**config.mk**
```make
export PLATFORM = sky130hd
export DESIGN_NAME = wc_range_check
export DESIGN_NICKNAME = d
export VERILOG_FILES = /design/src/rtl/wc_range_pkg.sv /design/src/rtl/wc_edge_sync.sv /design/src/rtl/wc_meas_window.sv /design/src/rtl/wc_rate_match.sv /design/src/rtl/wc_range_check.sv
export SDC_FILE = /design/constraint.sdc
export NUM_CORES = 1
export LEC_CHECK = 0
export CELL_PAD_IN_SITES_DETAIL_PLACEMENT = 0
export CELL_PAD_IN_SITES_GLOBAL_PLACEMENT = 1
export CORE_UTILIZATION = 40
export DETAILED_ROUTE_END_ITERATION = 7
export PLACE_DENSITY_LB_ADDON = 0.1
export SLEW_MARGIN = 20
export SYNTH_ARGS = -nofsm -noshare
export SYNTH_HDL_FRONTEND = slang
export SYNTH_HIERARCHICAL = 1
export SYNTH_SLANG_ARGS = --single-unit
```
**constraint.sdc**
```tcl
create_clock -name clk_ref -period 6.6 [get_ports clk_ref]
set_clock_uncertainty 0.1 [all_clocks]
set_input_delay 1.32 -clock clk_ref [delete_from_list [all_inputs] [get_ports clk_ref]]
set_output_delay 1.32 -clock clk_ref [all_outputs]
set_load 0.01 [all_outputs]
```
**src/rtl/wc_range_pkg.sv**
```systemverilog
package wc_range_pkg;

  localparam int          NUM_RATES = 6;
  localparam logic [2:0]  IDX_NONE  = 3'd7;
  localparam longint unsigned PPM_SCALE = 64'd1_000_000;

  // Nominal sample rates in Hz, in index order
  function automatic longint unsigned nominal_hz(input int i);
    case (i)
      0:       nominal_hz = 64'd44_100;
      1:       nominal_hz = 64'd48_000;
      2:       nominal_hz = 64'd88_200;
      3:       nominal_hz = 64'd96_000;
      4:       nominal_hz = 64'd176_400;
      default: nominal_hz = 64'd192_000;
    endcase
  endfunction

  // Smallest acceptable edge count: ceil(F*W*(1e6-ppm) / (ref*1e6))
  function automatic longint unsigned count_lo(input longint unsigned f_hz,
                                               input longint unsigned ref_hz,
                                               input longint unsigned win,
                                               input longint unsigned ppm);
    longint unsigned num, den;
    num = f_hz * win * (PPM_SCALE - ppm);
    den = ref_hz * PPM_SCALE;
    count_lo = (num + den - 64'd1) / den;
  endfunction

  // Largest acceptable edge count: floor(F*W*(1e6+ppm) / (ref*1e6))
  function automatic longint unsigned count_hi(input longint unsigned f_hz,
                                               input longint unsigned ref_hz,
                                               input longint unsigned win,
                                               input longint unsigned ppm);
    longint unsigned num, den;
    num = f_hz * win * (PPM_SCALE + ppm);
    den = ref_hz * PPM_SCALE;
    count_hi = num / den;
  endfunction

endpackage

```
**src/rtl/wc_edge_sync.sv**
```systemverilog
module wc_edge_sync (
  input  logic clk,
  input  logic rst_n,
  input  logic async_in,
  output logic rise
);
  logic meta_q, stab_q, prev_q;

  always_ff @(posedge clk or negedge rst_n) begin
    if (!rst_n) begin
      meta_q <= 1'b0;
      stab_q <= 1'b0;
      prev_q <= 1'b0;
    end else begin
      meta_q <= async_in;
      stab_q <= meta_q;
      prev_q <= stab_q;
    end
  end

  assign rise = stab_q & ~prev_q;
endmodule

```
**src/rtl/wc_meas_window.sv**
```systemverilog
module wc_meas_window #(
  parameter int WIN_CYCLES = 33_554_432,
  parameter int CNT_W      = 25
) (
  input  logic             clk,
  input  logic             rst_n,
  input  logic             edge_i,
  output logic             win_end,
  output logic [CNT_W-1:0] win_total
);
  localparam int WIN_W = (WIN_CYCLES > 2) ? $clog2(WIN_CYCLES) : 1;
  localparam logic [WIN_W-1:0] LAST = WIN_W'(WIN_CYCLES - 1);

  logic [WIN_W-1:0] tick_q;
  logic [CNT_W-1:0] acc_q;

  assign win_end   = (tick_q == LAST);
  assign win_total = acc_q + {{(CNT_W-1){1'b0}}, edge_i};

  always_ff @(posedge clk or negedge rst_n) begin
    if (!rst_n) begin
      tick_q <= '0;
      acc_q  <= '0;
    end else if (win_end) begin
      tick_q <= '0;
      acc_q  <= '0;
    end else begin
      tick_q <= tick_q + 1'b1;
      acc_q  <= win_total;
    end
  end
endmodule

```
**src/rtl/wc_rate_match.sv**
```systemverilog
module wc_rate_match
  import wc_range_pkg::*;
#(
  parameter longint unsigned REF_HZ     = 24_576_000,
  parameter int              WIN_CYCLES = 33_554_432,
  parameter int              PPM        = 100,
  parameter int              CNT_W      = 25
) (
  input  logic [CNT_W-1:0] count,
  output logic             hit_any,
  output logic [2:0]       hit_idx
);
  logic [NUM_RATES-1:0] hit;

  for (genvar g = 0; g < NUM_RATES; g++) begin : g_band
    localparam longint unsigned LO_L = count_lo(nominal_hz(g), REF_HZ,
                                                longint'(WIN_CYCLES), longint'(PPM));
    localparam longint unsigned HI_L = count_hi(nominal_hz(g), REF_HZ,
                                                longint'(WIN_CYCLES), longint'(PPM));
    localparam logic [CNT_W-1:0] LO = CNT_W'(LO_L);
    localparam logic [CNT_W-1:0] HI = CNT_W'(HI_L);
    assign hit[g] = (count != '0) && (count >= LO) && (count <= HI);
  end

  // Lowest index takes priority when bands overlap
  always_comb begin
    hit_idx = IDX_NONE;
    for (int i = NUM_RATES - 1; i >= 0; i--) begin
      if (hit[i]) hit_idx = 3'(i);
    end
  end

  assign hit_any = |hit;
endmodule

```
**src/rtl/wc_range_check.sv**
```systemverilog
module wc_range_check
  import wc_range_pkg::*;
#(
  parameter longint unsigned REF_HZ     = 24_576_000,
  parameter int              WIN_CYCLES = 33_554_432,
  parameter int              PPM        = 100
) (
  input  logic       clk_ref,
  input  logic       rst_n,
  input  logic       wclk_in,
  output logic       rate_ok,
  output logic       rate_err,
  output logic [2:0] rate_idx,
  output logic       coarse_sel
);
  // At most one edge every two reference cycles survives synchronization
  localparam int CNT_W = $clog2(WIN_CYCLES / 2 + 2);

  logic             edge_seen;
  logic             win_end;
  logic [CNT_W-1:0] win_total;
  logic             hit_any;
  logic [2:0]       hit_idx;

  wc_edge_sync u_sync (
    .clk      (clk_ref),
    .rst_n    (rst_n),
    .async_in (wclk_in),
    .rise     (edge_seen)
  );

  wc_meas_window #(.WIN_CYCLES(WIN_CYCLES), .CNT_W(CNT_W)) u_win (
    .clk       (clk_ref),
    .rst_n     (rst_n),
    .edge_i    (edge_seen),
    .win_end   (win_end),
    .win_total (win_total)
  );

  wc_rate_match #(.REF_HZ(REF_HZ), .WIN_CYCLES(WIN_CYCLES), .PPM(PPM), .CNT_W(CNT_W)) u_match (
    .count   (win_total),
    .hit_any (hit_any),
    .hit_idx (hit_idx)
  );

  always_ff @(posedge clk_ref or negedge rst_n) begin
    if (!rst_n) begin
      rate_ok    <= 1'b0;
      rate_err   <= 1'b0;
      rate_idx   <= IDX_NONE;
      coarse_sel <= 1'b1;
    end else if (win_end) begin
      rate_ok    <= hit_any;
      rate_err   <= ~hit_any;
      rate_idx   <= hit_idx;
      coarse_sel <= ~hit_any;
    end
  end
endmodule

```
Word level (Yosys, flattened, before mapping)
Cells that the tools add are included.
Word-level totals
  bits in writable memories: 0
  latch bits: 0
  bits of input ports: 3
  bits in read-only memories: 0
  register bits: 59
  memories: 0
Cells by class
  shift-type cells: 0
  eq/ne operators: 1
  div/mod/pow operators: 0
  reduce and logical (&&, ||, !) cells: 14
  muxes and demuxes: 8
  add/subtract/negate cells: 2
  bitwise gates (word level): 3
  order comparisons: 12
  $mul: 0
Operators by type and width (count)
  25-bit by 16-bit greater-or-equal comparator with 1-bit output (second input constant): 2
  25-bit by 17-bit greater-or-equal comparator with 1-bit output (second input constant): 2
  25-bit by 18-bit greater-or-equal comparator with 1-bit output (second input constant): 2
  25-bit by 17-bit less-or-equal comparator with 1-bit output (second input constant): 2
  25-bit by 18-bit less-or-equal comparator with 1-bit output (second input constant): 2
  25-bit two-way mux: 2
  25-bit by 1-bit adder with 25-bit output: 1
  25-bit by 1-bit adder with 25-bit output (second input constant): 1
  25-bit equality test (second input constant): 1
  25-bit by 16-bit less-or-equal comparator with 1-bit output (second input constant): 1
  25-bit by 19-bit less-or-equal comparator with 1-bit output (second input constant): 1
  25-bit nonzero test: 1
  1-bit logical AND: 12
  3-bit two-way mux: 4
  6-bit OR reduction: 1
  2-bit two-way mux: 2
  1-bit NOT: 2
  1-bit AND: 1

Logic depth before layout (Yosys ltp)
  depth in word-level cells: 12
  mapped depth: 15
  gate-level depth less buffers: 14

Hierarchy
The synthesis kept the hierarchy.
By module, submodules not included
  wc_meas_window: instances 1, cells an instance 255, area an instance 2539.9 µm²
  wc_rate_match: instances 1, cells an instance 89, area an instance 560.5 µm²
  wc_range_check: instances 1, cells an instance 16, area an instance 250.2 µm²
  wc_edge_sync: instances 1, cells an instance 4, area an instance 88.8 µm²

Worst setup path after synthesis
OpenSTA, ideal clock, no wires.
  path kind: register to register
  start: register u_sync.prev_q
  end: register rate_ok
  path slack: 2.696 ns
  stages on the path, launching flop included: 15
  arrival time: 3.679 ns
  period minus slack after synthesis: 3.904 ns
  required time: 6.375 ns
  path through: dfrtp_1 > nor2b_4 > ha_1 > ha_1 > and3_1 > clkbuf_1 > nand2_1 > or4_1 > nand2_1 > nand2_1 > o41ai_1 > o21ai_0 > a32o_1 > or4_1 > mux2_4
Between the ends
  longest elaborated chain between the ends: 7
RTL lines
  from (decl): line wc_edge_sync.sv:7  | logic meta_q, stab_q, prev_q;
  from (signal assigned): line wc_edge_sync.sv:17  | prev_q <= stab_q;
  1-bit NOT (*): line wc_edge_sync.sv:21  | assign rise = stab_q & ~prev_q;
  1-bit AND (*): line wc_edge_sync.sv:21
  net edge_seen: line wc_range_check.sv:19  | logic edge_seen;
  25-bit by 1-bit adder with 25-bit output (*): line wc_meas_window.sv:18  | assign win_total = acc_q + {{(CNT_W-1){1'b0}}, edge_i};
  net win_total[16]: line wc_range_check.sv:21  | logic [CNT_W-1:0] win_total;
  25-bit by 16-bit greater-or-equal comparator with 1-bit output, or another cell as far along: line wc_rate_match.sv:22  | assign hit[g] = (count != '0) && (count >= LO) && (count <= HI);
  1-bit logical AND (2 in a row): line wc_rate_match.sv:22
  6-bit OR reduction (*): line wc_rate_match.sv:33  | assign hit_any = |hit;
  net hit_any: line wc_range_check.sv:22  | logic hit_any;
  to (signal assigned): line wc_range_check.sv:53  | rate_ok <= hit_any;
  to (decl): line wc_range_check.sv:11  | output logic rate_ok,
Mark *: on every way through the listed nets, which the timed path passes. The rest lies on a longest branch.
A chain may end at the register's enable or synchronous reset.

Worst setup path in the final report
  start: register u_sync.prev_q
  end: register rate_err
Between the ends
  longest elaborated chain between the ends: 8
RTL lines
  1-bit NOT (*): line wc_edge_sync.sv:21
  1-bit AND (*): line wc_edge_sync.sv:21
  net edge_seen: line wc_range_check.sv:19
  25-bit by 1-bit adder with 25-bit output (*): line wc_meas_window.sv:18
  net win_total[16]: line wc_range_check.sv:21
  25-bit by 16-bit greater-or-equal comparator with 1-bit output, or another cell as far along: line wc_rate_match.sv:22
  1-bit logical AND (2 in a row): line wc_rate_match.sv:22
  6-bit OR reduction (*): line wc_rate_match.sv:33
  net hit_any: line wc_range_check.sv:22
  1-bit NOT (*): line wc_range_check.sv:54  | rate_err <= ~hit_any;
  to (signal assigned): line wc_range_check.sv:54
  to (decl): line wc_range_check.sv:12  | output logic rate_err,
Marks and branches as above.

==> parameters.txt <==
Parameter                              Value

Status
  Result of the run ... complete, no violations

Route
  Starting DRT DRC Count ... slightly below 200
  Vias ... ~2,800
  Drt first pass iters ... 4
  Post-detailed-routing wire length ... 7560 µm
  Detailed-route wire length per cell ... about 16 µm
  Final routed DRC violation total ... 0
  Vias per cell ... 5.75
  Antenna Violating Nets Remaining ... 0

Logic synthesis
  Post-Syn Area ... 3440 µm²
  Post-synthesis register bit count ... between 50 and 60
  Gate count after technology mapping ... 364
  Synth warn ... 6
  Synthesized Nets ... 370
  Most frequent cells after synthesis ... sky130_fd_sc_hd__dfrtp_1, sky130_fd_sc_hd__nand2_1, sky130_fd_sc_hd__nand3_1
  Share of the yosys chip area belonging to registers ... ~43%
  Most area-consuming cells after synthesis ... sky130_fd_sc_hd__dfrtp_1, sky130_fd_sc_hd__xnor2_1, sky130_fd_sc_hd__nand3_1, sky130_fd_sc_hd__nand2_1, sky130_fd_sc_hd__or4_1
  Area share of the leading cell type in the synthesized netlist ... 40.0%
  Number of distinct standard cells referenced by the synthesized netlist ... 54
  Number of flops mapped to enable cells by yosys ... 0
  Area leader, netlist ... sky130_fd_sc_hd__dfrtp_1
  Avg Inst Size Synth ... ~9.4 µm²
  Most used DFF post-synth ... sky130_fd_sc_hd__dfrtp_1
  Share of synthesized registers carrying an async set or reset ... 100%
  Count leader, synth ... sky130_fd_sc_hd__dfrtp_1

Critical path
  Worst path max stage delay ... 580 ps
  Reg2reg path depth ... 14
  Worst path buffer plus inverter count ... 0
  Crit Path Max Fanout ... 8
  Crit path kind ... reg2reg
  CP most frequent cell ... sky130_fd_sc_hd__nand2_1
  Slack of the worst reg-to-reg path ... approximately 2300 ps
  Chain of cells forming the critical path ... nor2b_4 > ha_1 > ha_1 > and3_1 > nand2_1 > or4_1 > nand2_1 > nand2_1 > o41ai_1 > o21ai_0 > a32o_1 > or4_1 > nand2b_1 > o21ai_0
  Setup crit start kind ... flip-flop
  Cell family with the largest share of critical-path delay ... simple AND/OR/NAND/NOR gates
  Capture point of the worst reg-to-reg path ... rate_err
  Cell at the slowest stage of the critical path ... sky130_fd_sc_hd__o41ai_1
  Sort of element at the end of the critical path ... flip-flop
  Endpoint arrival time on the critical path ... between 4000 and 5000 ps
  Data required time at the worst endpoint ... 6740 ps
  R2r startpoint ... u_sync/prev_q

Layout
  Fin nets ... approximately 380
  Filler Cell Count ... roughly 800
  Signed area change from the synthesized netlist to the final layout ... 10.1%
  Layout cells sized above 1 ... 10.6%
  # diodes ... 0

Die
  Placeable core region ... ~8300 µm²
  Area of the die ... 8970 µm²
  Starting density of the core ... a little over two fifths
  Die Ht ... 94.7 µm
  Number of placement rows ... 33
  I/O pin count ... 9
  Die outline width ... approximately 95 µm

Clock network
  Post-cts resize count ... 0
  Total of hold buffers inserted after clock tree synthesis ... 0
  Maximum root-to-sink buffer count ... 2
  Inserted Clock Buffers ... 9
  Clock insertion delay at the later pin of the skew report ... 340 ps
  Number of sinks handled by clock tree synthesis ... 59
  Post-CTS setup buffers ... 0
  CTS tree ... done
  Clock-pin slew reported for the worst setup and hold paths after clock tree synthesis ... 70 ps
  CTS H-Tree Depth ... 3
  Clock root buffer ... sky130_fd_sc_hd__clkbuf_8

Timing
  Post-route clock period utilization ... between 60 and 70%
  Final worst setup slack ... 2340 ps
  Setup tns final ... 0 ps
  Actual transition at the worst max-transition pin ... between 1000 and 1500 ps
  Unrepaired setup endpoints after global routing ... no
  Max_slew headroom ... about a third
  Final Max Tran Viols ... 0
  Hold violation total from the final report ... 0
  Highest clock frequency the design can meet ... about 230 MHz
  Post-layout minimum cycle time ... between 4000 and 5000 ps
  Setup violations, final ... 0

Global routing
  Via count of the first global-routing pass ... approximately 2,700
  Met3 demand-to-capacity share in global routing ... under 10%
  Global-route wire length before repair ... roughly 13,000 µm
  Overall track demand over capacity in global routing ... around a fifth
  Top Usage Layer GRT ... met2
  Largest net degree at the start of global routing ... 60
  GRT met2 Usage ... between 30% and 40%
  Antenna violations before repair ... 0
  Overflow left after global routing ... 0
  Met1 track demand over resource ... around 25%

Hold path
  Hold Crit Start ... u_sync/meta_q
  Worst Hold Path EP ... u_sync/stab_q
  Worst hold path class ... reg2reg
  Hold Path Stages ... 0

Power
  Part of the power in combinational logic ... between 10% and 20%
  P_leak ... 1.53 nW
  P per Cell Area ... ~230 nW/µm²
  VDD IR-drop max ... about 110 µV
  Switch Pwr ... roughly 250 µW
  Internal power of the cells ... 616 µW
  Power share of the clock group ... a little under two fifths
  Share of power burned in registers ... between 40% and 50%
  Switching part of the total ... between 20% and 30%

Placed design
  IO buf count ... 8
  HPWL Detailed ... between 5000 and 6000 µm
  Placer congestion estimate ... between 0.7 and 0.8
  Worst setup slack before clock tree synthesis ... 2380 ps

Job
  MaxCap Viol Count ... 0
## cell usage in the layout, fill, tap and decap left out, drive strengths merged, types with 6 or more instances in the layout
cell,count
a21boi,12
a21oi,16
and4,7
clkbuf,11
clkdlybuf4s50,7
dfrtp,55
inv,9
nand2,36
nand3,29
nand4,14
nor2,26
nor3,10
nor4,7
o21ai,13
o31ai,6
or3,10
or4,18
xnor2,22
xor2,9
## flip-flops by register name, indices dropped and copies added, names as in the netlist
signal and cells:
u_win/acc_q 25, u_win/tick_q 25, rate_idx 3, coarse_sel 1
rate_err 1, rate_ok 1, u_sync/meta_q 1, u_sync/prev_q 1
u_sync/stab_q 1
## worst max path at each step
stage	from	to	depth (start not counted)
final	u_sync/prev_q	rate_err	14
after CTS	u_sync/prev_q	rate_err	14
after detailed placement	u_sync/prev_q	rate_ok	13
after global routing	u_sync/stab_q	rate_err	14
after floorplan	u_sync/prev_q	rate_ok	14
after global placement	u_sync/prev_q	rate_ok	13
## area by class of cell
cell class                 count  area, µm²  area share (%)
tap                          105        131            3.47
timing repair buffer          11       97.6            2.58
sequential                    59       1480            39.1
clock inverter                 5       52.6            1.39
multi-input combinational    282       1850            48.8
inverter                       9       33.8           0.892
clock buffer                  11        141            3.73
## cells by family after synthesis
group           after synthesis  synth area share, %
simple gates                175                 29.3
flops                        59                 43.1
compound gates               68                 13.2
buf+inv                      23                 3.35
xor+xnor                     31                 7.89
mux                           5                 2.04
fa+ha+maj                     3                 1.09
## power by group through the flow
stage	Sequential [mW]	Clock, mW	Combinational, mW
after detailed placement	0.401	0	0.147
final	0.395	0.327	0.147
after floorplan	0.398	0	0.115
after CTS	0.395	0.342	0.147
after global placement	0.401	0	0.150
after global routing	0.397	0.357	0.170
## routing by layer
metal | wire length, µm | up-vias
met3 | 296 | 10
met5 | 0 | -
li1 | - | 1372
met4 | 93 | 0
met2 | 3600 | 45
met1 | 3580 | 1345
## through the flow
step | hold WS, ps | instances | instance area [µm²] | util [%] | power (mW)
final | 254 | 482 | 3790 | 45.9 | 0.869
after global routing | 261 | 482 | 3790 | 45.9 | 0.924
after CTS | 258 | 482 | 3790 | 45.9 | 0.884
after detailed placement | 242 | 466 | 3590 | 43.5 | 0.548
after global placement | 237 | 466 | 3590 | 43.5 | 0.551
after floorplan | 231 | 364 | 3440 | - | 0.513
No activity file was read; power rests on OpenSTA's default activity.
